**config.mk**
```make
export PLATFORM = sky130hd
export DESIGN_NAME = blk_lock_guard
export DESIGN_NICKNAME = d
export VERILOG_FILES = /design/src/rtl/blk_lock_guard.sv
export SDC_FILE = /design/constraint.sdc
export NUM_CORES = 1
export LEC_CHECK = 0
export BUFFER_PORTS_ARGS = -buffer_cell sky130_fd_sc_hd__buf_4
export CELL_PAD_IN_SITES_DETAIL_PLACEMENT = 1
export CELL_PAD_IN_SITES_GLOBAL_PLACEMENT = 2
export CORE_MARGIN = 5
export CORE_UTILIZATION = 29
export DETAILED_ROUTE_END_ITERATION = 12
export GPL_ROUTABILITY_DRIVEN = 0
export PLACE_DENSITY_LB_ADDON = 0.1
export SETUP_SLACK_MARGIN = 0.02
export SKIP_CTS_REPAIR_TIMING = 1
export SYNTH_ARGS = -nofsm -noshare
export SYNTH_HDL_FRONTEND = slang
export SYNTH_SLANG_ARGS = --single-unit
```
**constraint.sdc**
```tcl
create_clock -name clk -period 3.8 [get_ports clk]
set_input_delay 0.76 -clock clk [delete_from_list [all_inputs] [get_ports clk]]
set_output_delay 0.76 -clock clk [all_outputs]
set_load 0.02 [all_outputs]
```
**src/rtl/blk_lock_guard.sv**
```systemverilog
module blk_lock_guard #(
  parameter int ADDR_W   = 20,
  parameter int SMALL_AW = 12,
  parameter int MAIN_AW  = 15,
  parameter int N_BOOT   = 2,
  parameter bit INIT_LOCK = 1'b0,
  parameter bit INIT_PERM = 1'b0,
  parameter logic [7:0] ID_MFR = 8'hB0,
  parameter logic [7:0] ID_DEV = 8'hE9,
  localparam int N_SMALL = 1 << (MAIN_AW - SMALL_AW),
  localparam int N_MAIN  = (1 << (ADDR_W - MAIN_AW)) - 1,
  localparam int NBLK    = N_SMALL + N_MAIN,
  localparam int IDX_W   = $clog2(NBLK)
) (
  input  logic              clk,
  input  logic              rst_n,
  input  logic [ADDR_W-1:0] addr,
  input  logic [1:0]        op,
  input  logic              wp_n,
  input  logic              pwr_ok,
  input  logic              dev_rst,
  input  logic              set_lock,
  input  logic              clr_locks,
  input  logic              set_perm,
  output logic [IDX_W-1:0]  blk_idx,
  output logic [1:0]        blk_kind,
  output logic              allow,
  output logic              deny,
  output logic [15:0]       id_data
);
  localparam logic [1:0] OP_NONE = 2'b00;
  localparam logic [1:0] OP_PROG = 2'b01;
  localparam logic [1:0] OP_ERAS = 2'b10;
  localparam logic [1:0] OP_LCFG = 2'b11;

  logic [NBLK-1:0] lock_q;
  logic            perm_q;

  logic [ADDR_W-MAIN_AW-1:0]  main_f;
  logic [MAIN_AW-SMALL_AW-1:0] small_f;
  logic [MAIN_AW-1:0]          blk_off;
  logic in_main, is_boot, cur_lock, mod_ok, cfg_ok, guarded;

  assign main_f  = addr[ADDR_W-1:MAIN_AW];
  assign small_f = addr[MAIN_AW-1:SMALL_AW];
  assign in_main = |main_f;
  assign is_boot = !in_main && (int'(small_f) < N_BOOT);

  assign blk_idx  = in_main ? IDX_W'(main_f) + IDX_W'(N_SMALL - 1) : IDX_W'(small_f);
  assign blk_kind = in_main ? 2'd2 : (is_boot ? 2'd0 : 2'd1);
  assign blk_off  = in_main ? addr[MAIN_AW-1:0] : MAIN_AW'(addr[SMALL_AW-1:0]);
  assign cur_lock = lock_q[blk_idx];

  assign mod_ok  = pwr_ok && !dev_rst;
  assign cfg_ok  = mod_ok && !perm_q;
  assign guarded = cur_lock || (is_boot && !wp_n);

  always_comb begin
    case (op)
      OP_PROG, OP_ERAS: allow = mod_ok && !guarded;
      OP_LCFG:          allow = cfg_ok;
      default:          allow = 1'b0;
    endcase
    deny = (op != OP_NONE) && !allow;
  end

  always_comb begin
    id_data = 16'h0000;
    if (addr == ADDR_W'(0))      id_data = {8'h00, ID_MFR};
    else if (addr == ADDR_W'(1)) id_data = {8'h00, ID_DEV};
    else if (addr == ADDR_W'(3)) id_data = {15'b0, perm_q};
    else if (blk_off == MAIN_AW'(2)) id_data = {15'b0, cur_lock};
  end

  always_ff @(posedge clk or negedge rst_n) begin
    if (!rst_n) begin
      lock_q <= {NBLK{INIT_LOCK}};
      perm_q <= INIT_PERM;
    end else begin
      if (cfg_ok && clr_locks) lock_q <= '0;
      if (cfg_ok && set_lock)  lock_q[blk_idx] <= 1'b1;
      if (mod_ok && set_perm)  perm_q <= 1'b1;
    end
  end

  p_perm_sticky_r9: assert property (@(posedge clk) disable iff (!rst_n)
    perm_q |=> perm_q);

  p_locks_frozen_r8: assert property (@(posedge clk) disable iff (!rst_n)
    perm_q |=> $stable(lock_q));

  p_wp_boot_deny_r4: assert property (@(posedge clk) disable iff (!rst_n)
    ((op == OP_PROG || op == OP_ERAS) && blk_kind == 2'd0 && !wp_n) |-> deny);

  p_supply_deny_r10: assert property (@(posedge clk) disable iff (!rst_n)
    ((op != OP_NONE) && (!pwr_ok || dev_rst)) |-> deny);

  p_supply_hold_r10: assert property (@(posedge clk) disable iff (!rst_n)
    (!pwr_ok || dev_rst) |=> ($stable(lock_q) && $stable(perm_q)));

  p_clear_all_r7: assert property (@(posedge clk) disable iff (!rst_n)
    (clr_locks && !set_lock && pwr_ok && !dev_rst && !perm_q) |=> (lock_q == '0));

  p_excl_r3: assert property (@(posedge clk) disable iff (!rst_n)
    $onehot0({allow, deny}));
endmodule

```
==> results.md, run 1 <==
* Outcome: finished, violations left
* Violations in the final reports: negative setup slack
* Hold WC Path Type: input port to asynchronous set/reset pin
* Die Y-Extent at roughly 110 µm
* Final setup viols at 3
* WL/cell at between 15 and 20 µm
* R2R cell count at 4
* Kind of start point of the critical path: input port
* Number of sinks driven by the clock tree at 40
* Non-Filler Instances at approximately 500
* Setup WS post-layout at -321.7 ps
* Synthesis warning total at 0
* Number of antenna cells inserted at 0
* Period Utilization, post-route at 108.5%
* Rows at 35
* Syn-to-layout area delta at 35.01%
* Setup clock skew after layout at 5.900 ps
* Leakage at about 1.6 nW
* Share of post-route cells with drive strength above 1 at 32.56%
* Pins over their slew limit at 0
* Starting utilization of the core area at roughly 29%
* Pre-CTS setup slack at -451.1 ps
* Fraction of synthesis flops using an asynchronous set or reset pin at 100.0%
* Final Hold Violating Endpoints at 0
* Number of enable-type register cells in the synthesized netlist at 0
* Power per Cell Area at 303.0 nW/µm²
* Flip-flop and latch area at 1001 µm²
* Clock Latency Late Sink at 300 ps
* Antenna violations before repair at 0
* Post-synthesis cell type with the largest combined area: dfrtp_1
* Capturing point of the worst reg2reg path: lock_q[36]
* Share of Yosys cell area claimed by the top area cell type at around 38%
* Arrival time worst endpoint at about 3400 ps
* Flip-flop cell with the highest count after synthesis: dfrtp_1
* Post-synthesis cell type count at 61
* Post-detailed-route via-to-cell ratio at roughly 5.2
* Worst VDD drop at roughly 0.15 mV
* Post-detailed-route count of antenna-violating nets at 0
* Synthesized area per cell at just under 9 µm²
* Via count of the first global-routing pass at approximately 2,800
* Clock root buffer master: clkbuf_8
* Synthesized instance count at approximately 310
* Required time at the worst-slack endpoint at about 3000 ps
* RSZ-0062 raised after global routing: true
* Total Die Area at around 11,000 µm²
* Total chip power at approximately 1.1 mW
* Type of the setup path with the least slack: input port to output pin
* CTS buffer count at 5
* Largest fanout on the critical path at 5
* GRT Util Overall at between 15 and 20%
* DRC violation total after the first TritonRoute iteration at 94
* Fin nets at 420
* Area occupied by multi-input gates at ~1500 µm²
* Post-route standard cell area excluding fillers at around 3600 µm²
* Die Wd at approximately 110 µm
* Clock-pin transition on the worst setup and hold timing paths at 90 ps
* CTS tree: done
* Top-Level Pins at 56
* Maximum count of clock buffers along a single path at 2
* CTS HTree Levels at 2
* Flop2flop setup slack at 2090 ps
* Number of inserted filler cells in the final layout at 1,111
* Placed Cells incl. Taps at approximately 490
* Total Wirelength at roughly 9.5 mm
* Setup TNS at -795.7 ps
* Upper clock frequency limit at 0.2426 GHz
* Global route overflow at 0
* Largest net degree at the start of global routing at between 40 and 50
* Detailed-route via count at around 2,600
* Total cell area at the placement stage at between 3000 and 4000 µm²
* Worst Max-Slew Pin Slew at around 630 ps
* Core area at between 9000 and 10,000 µm²
* Sequential fraction of the synthesis area at a little under two fifths
* Post-synthesis instance area at between 2000 and 3000 µm²
* Critical path endpoint category: output pin
* Number of register bits inferred by synthesis at 40
* Number of violations of the max-capacitance limit at 0
* Global-route wire length before repair at approximately 15 mm
* Half-perimeter wire length after placement at approximately 7.3 mm
* Worst reg2reg startpoint: perm_q
* Port Buf Inserts at 45
* Rel. slew slack at between 50% and 60%
* Most area-consuming cells after synthesis: dfrtp_1 (38%), nand2_1 (5.9%), a22o_1 (5.3%)
* Number of iterations in the first detailed-routing pass at 4
* Post-route DRC violation count at 0
* Final critical-path required period at 4122 ps
==> registers in the layout, summed over array words and instances (netlist names) <==
| register | flops |
|---|---|
| lock_q | 39 |
| perm_q | 1 |
==> worst max-delay path: stages <==
cell	delay, ps
buf_8	100
inv_4	50
ha_4	120
or4b_4	530
buf_12	180
mux2i_4	180
and2_4	160
a22o_1	210
o41ai_2	370
nand4_1	270
o211a_1	300
buf_6	130
==> layer usage <==
| layer | vias to the layer above | routed length (µm) | global-route usage (%) |
|---|---|---|---|
| met5 | - | 0 | 0 |
| met4 | 0 | 81 | 3.515 |
| met3 | 10 | 256 | 2.572 |
| met2 | 37 | 4485 | 27.55 |
| met1 | 1290 | 4662 | 24.25 |
| li1 | 1237 | - | - |
==> synth_stat cells (3+ instances only) <==
| library cell | n |
|---|---|
| or2_2 | 4 |
| nand3_1 | 8 |
| mux2i_1 | 9 |
| buf_4 | 13 |
| nand3b_1 | 4 |
| nor4_1 | 3 |
| a21oi_1 | 6 |
| xnor2_1 | 3 |
| nand2_1 | 42 |
| o21ai_0 | 28 |
| a32oi_1 | 4 |
| dfrtp_1 | 40 |
| ha_1 | 4 |
| nand2b_1 | 5 |
| inv_1 | 12 |
| o22ai_1 | 3 |
| o211ai_1 | 4 |
| a22o_1 | 16 |
| nor2b_1 | 6 |
| buf_2 | 3 |
| nor3_1 | 3 |
| and2_1 | 5 |
| clkbuf_1 | 10 |
| nor2_1 | 23 |
==> metrics by stage <==
step           hold slack [ps]  util [%]
2_1_floorplan            441.8         -
3_3_place_gp             472.7     36.54
3_5_place_dp             473.5     36.54
4_1_cts                  468.3     37.80
5_1_grt                  476.0     39.46
6_report                 430.1     39.46
==> layout by cell type (no fill, tap or decap), types with 3 or more instances in the layout <==
cell	n
nand3b_1	4
a21oi_1	6
nor4_1	3
mux2i_4	4
a32oi_1	3
a22o_1	16
conb_1	10
o22ai_1	3
nand3_1	8
inv_1	10
nand2b_1	5
xnor2_1	3
and2_1	4
inv_4	3
buf_6	3
or2_2	4
o21ai_0	28
o211ai_1	4
mux2i_1	8
nor3_1	3
dfrtp_1	40
nor2_1	23
nor2b_1	6
clkbuf_8	5
ha_1	3
buf_4	85
nand2_1	42
==> cell families (layout without fill, tap and decap cells) <==
logic type	Yosys count	in the layout	share of synthesized area (%)
AND/OR/NAND/NOR	115	115	21.24
flip-flops	40	40	37.59
XOR/XNOR	4	4	1.316
buffers and inverters	44	115	8.834
AO/OA/AOI/OAI	85	85	22.46
adder cells (fa/ha/maj)	4	4	1.880
other	1	10	0.1408
multiplexers	14	14	6.532
==> cell type report <==
| class | instances | share of cell area (%) |
|---|---|---|
| clock buffer | 5 | 1.914 |
| clock inverter | 3 | 1.288 |
| inverter | 15 | 1.775 |
| multi-input combinational | 232 | 42.53 |
| sequential | 40 | 27.85 |
| tap | 111 | 3.864 |
| timing repair buffer | 92 | 20.78 |
==> report_power, final <==
group	internal (mW)	switching (mW)
combinational	0.124	0.147
clock	0.198	0.175
sequential	0.437	0.00829
total	0.759	0.330
==> worst max-delay path by stage <==
stage          depth (start not counted)  startpoint  slack, ps  endpoint
3_3_place_gp                          12    addr[15]       -400      deny
5_1_grt                               12    addr[16]       -430      deny
6_report                              12    addr[16]       -320      deny
3_5_place_dp                          12    addr[15]       -450      deny
4_1_cts                               14    addr[15]       -460      deny
2_1_floorplan                         10    addr[15]     -0.004      deny
No activity file was read; power rests on OpenSTA's default activity.
==> run 2, diff against run 1 <==
- ABC_AREA: not set -> 1
- CORE_UTILIZATION: 29 -> 27
==> results.md, run 2 <==
* Outcome: finished, final reports clean (was finished, violations left)
* R2R cell count at 5 (was 4)
* Worst Max-Slew Pin Slew at 623.8 ps (was 625.2 ps)
* Share of synthesized cell area in full adder, half adder and majority cells at 1.913% (was 1.880%)
* Switching power summed over all nets at 0.3690 mW (was 0.3299 mW)
* CTS HTree Levels at 2 (unchanged)
* Share of post-route cells with drive strength above 1 at 23.37% (was 32.56%)
* Top-Level Pins at 56 (unchanged)
* Rows at 36 (was 35)
* Period Utilization, post-route at 95.10% (was 108.5%)
* Leakage at 1.619 nW (was 1.622 nW)
* Share of total power in combinational logic at 27.7% (was 24.9%)
* CP max stage cell: nor2_8 (was or4b_4)
* Synthesis warning total at 0 (unchanged)
* Maximum count of clock buffers along a single path at 2 (unchanged)
* Clock-pin transition on the worst setup and hold timing paths at 80 ps (was 90 ps)
* Post-route standard cell area excluding fillers at 3299 µm² (was 3595 µm²)
* Post-route DRC violation count at 0 (unchanged)
* GRT Util Overall at 15.72% (was 17.09%)
* Share of Yosys cell area claimed by the top area cell type at 38.26% (was 37.59%)
* Fin nets at 448 (was 420)
* Core area at 9594 µm² (was 9109 µm²)
* Total Wirelength at 8.987 mm (was 9.485 mm)
* Via count of the first global-routing pass at 2,555 (was 2,759)
* Clock root buffer master: clkbuf_8 (unchanged)
* Critical path buffers and inverters at 5 (was 4)
* Highest-count cells in the layout ignoring fill and taps: nand2_1 (90), buf_4 (54), inv_1 (53) (was buf_4 (85), nand2_1 (42), dfrtp_1 (40))
* Post-synthesis cell type with the largest combined area: dfrtp_1 (unchanged)
* Antenna violations before repair at 0 (unchanged)
* Number of sinks driven by the clock tree at 40 (unchanged)
* Global-route wire length before repair at 14.17 mm (was 15.14 mm)
* Synthesized area per cell at 7.227 µm² (was 8.673 µm²)
* Top cell by count, worst path: nand2_1
* Most common cell in the netlist: nand2_1 (unchanged)
* Die Wd at 108.4 µm (was 105.8 µm)
* Clock Latency Late Sink at 300 ps (about the same)
* Final setup viols at 0 (was 3)
* Syn-to-layout area delta at 26.11% (was 35.01%)
* Upper clock frequency limit at 0.2767 GHz (was 0.2426 GHz)
* Post-detailed-route count of antenna-violating nets at 0 (unchanged)
* Most common library cells after synthesis: nand2_1 (94), inv_1 (53), dfrtp_1 (40), o21ai_0 (38), nand3_1 (27) (was nand2_1 (42), dfrtp_1 (40), o21ai_0 (28), nor2_1 (23), a22o_1 (16))
* Port Buf Inserts at 45 (unchanged)
* Total cell area at the placement stage at 3103 µm² (was 3328 µm²)
* Most area-consuming cells after synthesis: dfrtp_1 (38%), nand2_1 (13%), inv_1 (7.6%) (was dfrtp_1 (38%), nand2_1 (5.9%), a22o_1 (5.3%))
* Worst Hold Slack at 433.4 ps (was 430.1 ps)
* Number of inserted filler cells in the final layout at 1,209 (was 1,111)
* Net switching share of the total power at 33.27% (was 30.29%)
* Pint at 0.7400 mW (was 0.7593 mW)
* Global route overflow at 0 (unchanged)
* Half-perimeter wire length after placement at 7.019 mm (was 7.334 mm)
* Sequential fraction of the synthesis area at 38.26% (was 37.59%)
* Pins over their slew limit at 0 (unchanged)
* RSZ-0062 raised after global routing: false (was true)
* Fraction of synthesis flops using an asynchronous set or reset pin at 100.0% (unchanged)
* Required time at the worst-slack endpoint at 3040 ps (about the same)
* Post-Synth Simple-Gate Area at 31.71% (was 21.24%)
* Dominant combinational cell family by area after synthesis: simple AND/OR/NAND/NOR gates (was compound AO/OA/AOI/OAI gates)
* WL/cell at 16.40 µm (was 19.05 µm)
* Rel. slew slack at 58.37% (was 58.17%)
* Commonest non-fill, non-tap cell in the layout: nand2_1 (was buf_4)
* Flip-flop count of the largest register after layout at 39 (unchanged)
* Synth Area in XOR/XNOR at 0.3348% (was 1.316%)
* Largest fanout on the critical path at 9 (was 5)
* Die Y-Extent at 108.4 µm (was 105.8 µm)
* CTS tree: done (unchanged)
* Worst VDD drop at 0.1434 mV (was 0.1526 mV)
* Post-detailed-route via-to-cell ratio at 4.536 (was 5.169)
* Kind of start point of the critical path: input port (unchanged)
* Number of register bits inferred by synthesis at 40 (unchanged)
* Share of the synthesized area in compound gates (AO/OA/AOI/OAI) at 14.30% (was 22.46%)
* CP delay by family, top: simple AND/OR/NAND/NOR gates (unchanged)
* CTS buffer count at 5 (unchanged)
* Power per Cell Area at 336.1 nW/µm² (was 303.0 nW/µm²)
* Starting utilization of the core area at 27.27% (was 29.23%)
* Total Die Area at 11,760 µm² (was 11,200 µm²)
* CP Depth at 18 (was 12)
* Post-route core utilization at 34.39% (was 39.46%)
* CP max stage delay at 210 ps (was 530 ps)
* Multiplexer share of the synthesized area at 0% (was 6.532%)
* Critical-path cell list: buf_4 -> inv_1 -> ha_2 -> inv_2 -> nor2_8 -> nand2_8 -> nand2_1 -> nand2_4 -> nor2_4 -> nand3_1 -> nand4_1 -> nand2_1 -> nand2_2 -> inv_1 -> nand3_2 -> nand2_1 -> a21oi_1 -> buf_4 (was buf_8 -> inv_4 -> ha_4 -> or4b_4 -> buf_12 -> mux2i_4 -> and2_4 -> a22o_1 -> o41ai_2 -> nand4_1 -> o211a_1 -> buf_6)
* Sequential fraction of design power at 44.5% (was 40.9%)
* Type of the setup path with the least slack: input port to output pin (unchanged)
* Biggest regs: lock_q x39, perm_q x1 (unchanged)
* Post-synthesis cell type count at 33 (was 61)
* Flip-flop cell with the highest count after synthesis: dfrtp_1 (unchanged)
* Largest net degree at the start of global routing at 41 (unchanged)
* DRC violation total after the first TritonRoute iteration at 65 (was 94)
* Number of antenna cells inserted at 0 (unchanged)
* Number of enable-type register cells in the synthesized netlist at 0 (unchanged)
* Part of the power in the clock network at 27.9% (was 34.2%)
* Setup TNS at 0 ps (was -795.7 ps)
* Final critical-path required period at 3614 ps (was 4122 ps)
* Setup clock skew after layout at 5.238 ps (was 5.900 ps)
* Largest Register: lock_q (unchanged)
* Number of iterations in the first detailed-routing pass at 4 (unchanged)
* Hold WC Path Type: input port to asynchronous set/reset pin (unchanged)
* Critical path endpoint category: output pin (unchanged)
* Detailed-route via count at 2,486 (was 2,574)
* Number of violations of the max-capacitance limit at 0 (unchanged)
* Arrival time worst endpoint at 2850 ps (was 3360 ps)
* Final Hold Violating Endpoints at 0 (unchanged)
* Synthesized instance count at 362 (was 307)
* Post-synthesis instance area at 2616 µm² (was 2663 µm²)
==> run 2: through the flow <==
step                      instances  total power [mW]  worst slack, ps
after global placement          539            0.7967            145.5
after global routing            548             1.180            8.881
after CTS                       547             1.110            110.3
after detailed placement        539            0.7990            124.0
final                           548             1.109            186.0
after floorplan                 371            0.6868            444.5
==> run 2: cell type report <==
type | instances | area [µm²] | area share [%]
tap | 133 | 166.4 | 5.044
clock buffer | 7 | 86.33 | 2.617
clock inverter | 1 | 7.507 | 0.2275
inverter | 54 | 202.7 | 6.143
multi-input combinational | 257 | 1399 | 42.40
timing repair buffer | 56 | 436.7 | 13.23
sequential | 40 | 1001 | 30.34
==> run 2: kinds of logic (layout without fill, tap and decap cells) <==
logic type | after synthesis | count (layout)
simple gates | 175 | 176
buf+inv | 75 | 118
xor+xnor | 1 | 1
other cells | 1 | 10
flops | 40 | 40
compound gates | 66 | 66
fa+ha+maj | 4 | 4
==> run 2: path summary, 6_finish.rpt <==
kind,start,slack [ps],endpoint
hold / removal,rst_n,430,lock_q[7]
max in group asynchronous,rst_n,3000,lock_q[25]
setup / recovery,addr[15],190,deny
setup reg to reg,perm_q,2030,lock_q[31]
hold reg to reg,perm_q,500,perm_q
min in group clk,perm_q,500,perm_q
==> run 2: power by group through the flow <==
stage | Sequential (mW) | Clock [mW] | Combinational, mW
5_1_grt | 0.499 | 0.340 | 0.342
3_3_place_gp | 0.501 | 0 | 0.296
4_1_cts | 0.494 | 0.319 | 0.298
2_1_floorplan | 0.498 | 0 | 0.189
6_report | 0.493 | 0.309 | 0.307
3_5_place_dp | 0.502 | 0 | 0.297
==> run 2: metal layers <==
metal | routed length [µm] | GRT usage [%] | share of wire, % | up-vias
met5 | 0 | 0 | 0 | -
met4 | 78 | 3.336 | 0.87 | 0
met3 | 390 | 2.567 | 4.3 | 6
met2 | 4164 | 24.80 | 46 | 46
met1 | 4353 | 22.61 | 48 | 1183
li1 | - | - | - | 1251
==> run 3, diff against run 2 <==
- CELL_PAD_IN_SITES_DETAIL_PLACEMENT: 1 -> 0
- CELL_PAD_IN_SITES_GLOBAL_PLACEMENT: 2 -> 1
- CORE_UTILIZATION: 27 -> 35
==> results.md, run 3 (synthesis gave the netlist of run 2 again) <==
* Pins over their slew limit at 0 (unchanged)
* WL/cell at 15.01 µm (was 16.40 µm)
* Number of sinks driven by the clock tree at 40 (unchanged)
* Final critical-path required period at 3604 ps (was 3614 ps)
* Post-route core utilization at 43.88% (was 34.39%)
* Detailed-route via count at 2,460 (was 2,486)
* GRT Util Overall at 16.62% (was 15.72%)
* DRC violation total after the first TritonRoute iteration at 136 (was 65)
* Type of the setup path with the least slack: input port to output pin (unchanged)
* Die Y-Extent at 96.46 µm (was 108.4 µm)
* Total chip power at 1.051 mW (was 1.109 mW)
* Upper clock frequency limit at 0.2775 GHz (was 0.2767 GHz)
* Antenna violations before repair at 0 (unchanged)
* Starting utilization of the core area at 36.07% (was 27.27%)
* Total Wirelength at 7.655 mm (was 8.987 mm)
* Power per Cell Area at 330.1 nW/µm² (was 336.1 nW/µm²)
* Fin nets at 445 (was 448)
* CTS buffer count at 5 (unchanged)
* Final Hold Violating Endpoints at 0 (unchanged)
* Total cell area at the placement stage at 3018 µm² (was 3103 µm²)
* Number of iterations in the first detailed-routing pass at 4 (unchanged)
* Maximum count of clock buffers along a single path at 2 (unchanged)
* Worst reg2reg startpoint: perm_q (unchanged)
* Highest-count cells in the layout ignoring fill and taps: nand2_1 (93), inv_1 (53), buf_4 (52) (was nand2_1 (90), buf_4 (54), inv_1 (53))
* Flop2flop setup slack at 2100 ps (was 2030 ps)
* Setup TNS at 0 ps (unchanged)
* CTS HTree Levels at 2 (unchanged)
* Flip-flop count of the largest register after layout at 39 (unchanged)
* Largest Register: lock_q (unchanged)
* Outcome: finished, final reports clean (unchanged)
* Post-detailed-route count of antenna-violating nets at 0 (unchanged)
* Rows at 31 (was 36)
* RSZ-0062 raised after global routing: false (unchanged)
* Largest net degree at the start of global routing at 41 (unchanged)
* Leakage at 1.596 nW (was 1.619 nW)
* Global route overflow at 0 (unchanged)
* Global-route wire length before repair at 11.59 mm (was 14.17 mm)
* Critical path endpoint category: output pin (unchanged)
* Post-detailed-route via-to-cell ratio at 4.824 (was 4.536)
* Crit path from: addr[15] (unchanged)
* Top-Level Pins at 56 (unchanged)
* Total Die Area at 9305 µm² (was 11,760 µm²)
* Half-perimeter wire length after placement at 5.802 mm (was 7.019 mm)
* Kind of start point of the critical path: input port (unchanged)
* Rel. slew slack at 62.01% (was 58.37%)
* Via count of the first global-routing pass at 2,314 (was 2,555)
* Worst VDD drop at 0.2075 mV (was 0.1434 mV)
* Pre-CTS setup slack at 8.060 ps (was 124.0 ps)
* Clock Latency Late Sink at 290 ps (was 300 ps)
* Setup clock skew after layout at 4.102 ps (was 5.238 ps)
* Arrival time worst endpoint at 2840 ps (was 2850 ps)
* Number of antenna cells inserted at 0 (unchanged)
* Worst Max-Slew Pin Slew at 569.2 ps (was 623.8 ps)
* Setup WS post-layout at 196.2 ps (was 186.0 ps)
* Biggest regs: lock_q x39, perm_q x1 (unchanged)
* Core area at 7253 µm² (was 9594 µm²)
* Commonest non-fill, non-tap cell in the layout: nand2_1 (unchanged)
* Syn-to-layout area delta at 21.66% (was 26.11%)
* Die Wd at 96.46 µm (was 108.4 µm)
* Period Utilization, post-route at 94.84% (was 95.10%)
* CTS tree: done (unchanged)
* Share of post-route cells with drive strength above 1 at 20.92% (was 23.37%)
* Final setup viols at 0 (unchanged)
* Post-route DRC violation count at 0 (unchanged)
* Port Buf Inserts at 45 (unchanged)
* Clock root buffer master: clkbuf_8 (unchanged)
* Hold WC Path Type: input port to asynchronous set/reset pin (unchanged)
* Largest fanout on the critical path at 5 (was 9)
* Clock-pin transition on the worst setup and hold timing paths at 70 ps (was 80 ps)
* Required time at the worst-slack endpoint at 3040 ps (about the same)
* Post-route standard cell area excluding fillers at 3183 µm² (was 3299 µm²)
* Number of violations of the max-capacitance limit at 0 (unchanged)
## run 3: report_power, final
part           total [mW]  internal [mW]  switching [mW]
Sequential          0.493          0.479          0.0140
Combinational       0.292          0.107           0.184
Clock               0.266          0.125           0.141
Total                1.05          0.711           0.340
## run 3: cell type report
type                    count  area, µm²
fillers                   786       4070
repair buffers             52      390.4
clock inverters             1      5.005
multi-input cells         258       1388
inverters                  54      202.7
flip-flops and latches     40       1001
clock buffers               6      72.57
well taps                  99      123.9
## run 3: worst paths after layout
check,end,cells past startpoint
hold / removal,lock_q[36],1
hold reg to reg,perm_q,1
min in group clk,perm_q,1
setup / recovery,deny,17
setup reg to reg,lock_q[23],5
max in group asynchronous,lock_q[23],1
## run 3: metal layers
| metal | track usage, % | vias to the layer above | wire [µm] |
|---|---|---|---|
| met5 | 0 | - | 0 |
| met4 | 5.023 | 0 | 112 |
| met3 | 2.401 | 8 | 366 |
| met2 | 28.05 | 54 | 3667 |
| met1 | 22.01 | 1154 | 3509 |
| li1 | - | 1244 | - |
## run 3: worst max-delay path, cell delays in order
cell	delay (ps)
buf_4	120
inv_1	70
ha_1	200
inv_2	100
nor2_8	180
nor2_1	70
or2_0	200
nand2_1	130
nand2_1	110
nor2_2	190
o21ai_1	120
nand2_1	140
nor2_2	50
nand3_2	70
nand2_1	50
a21oi_1	120
buf_4	150
## run 3: metrics by stage
stage,std cells,hold WS [ps]
floorplan,371,450.1
global placement,501,473.3
detailed placement,501,474.4
CTS,508,461.8
global route,510,486.8
finish,510,451.0
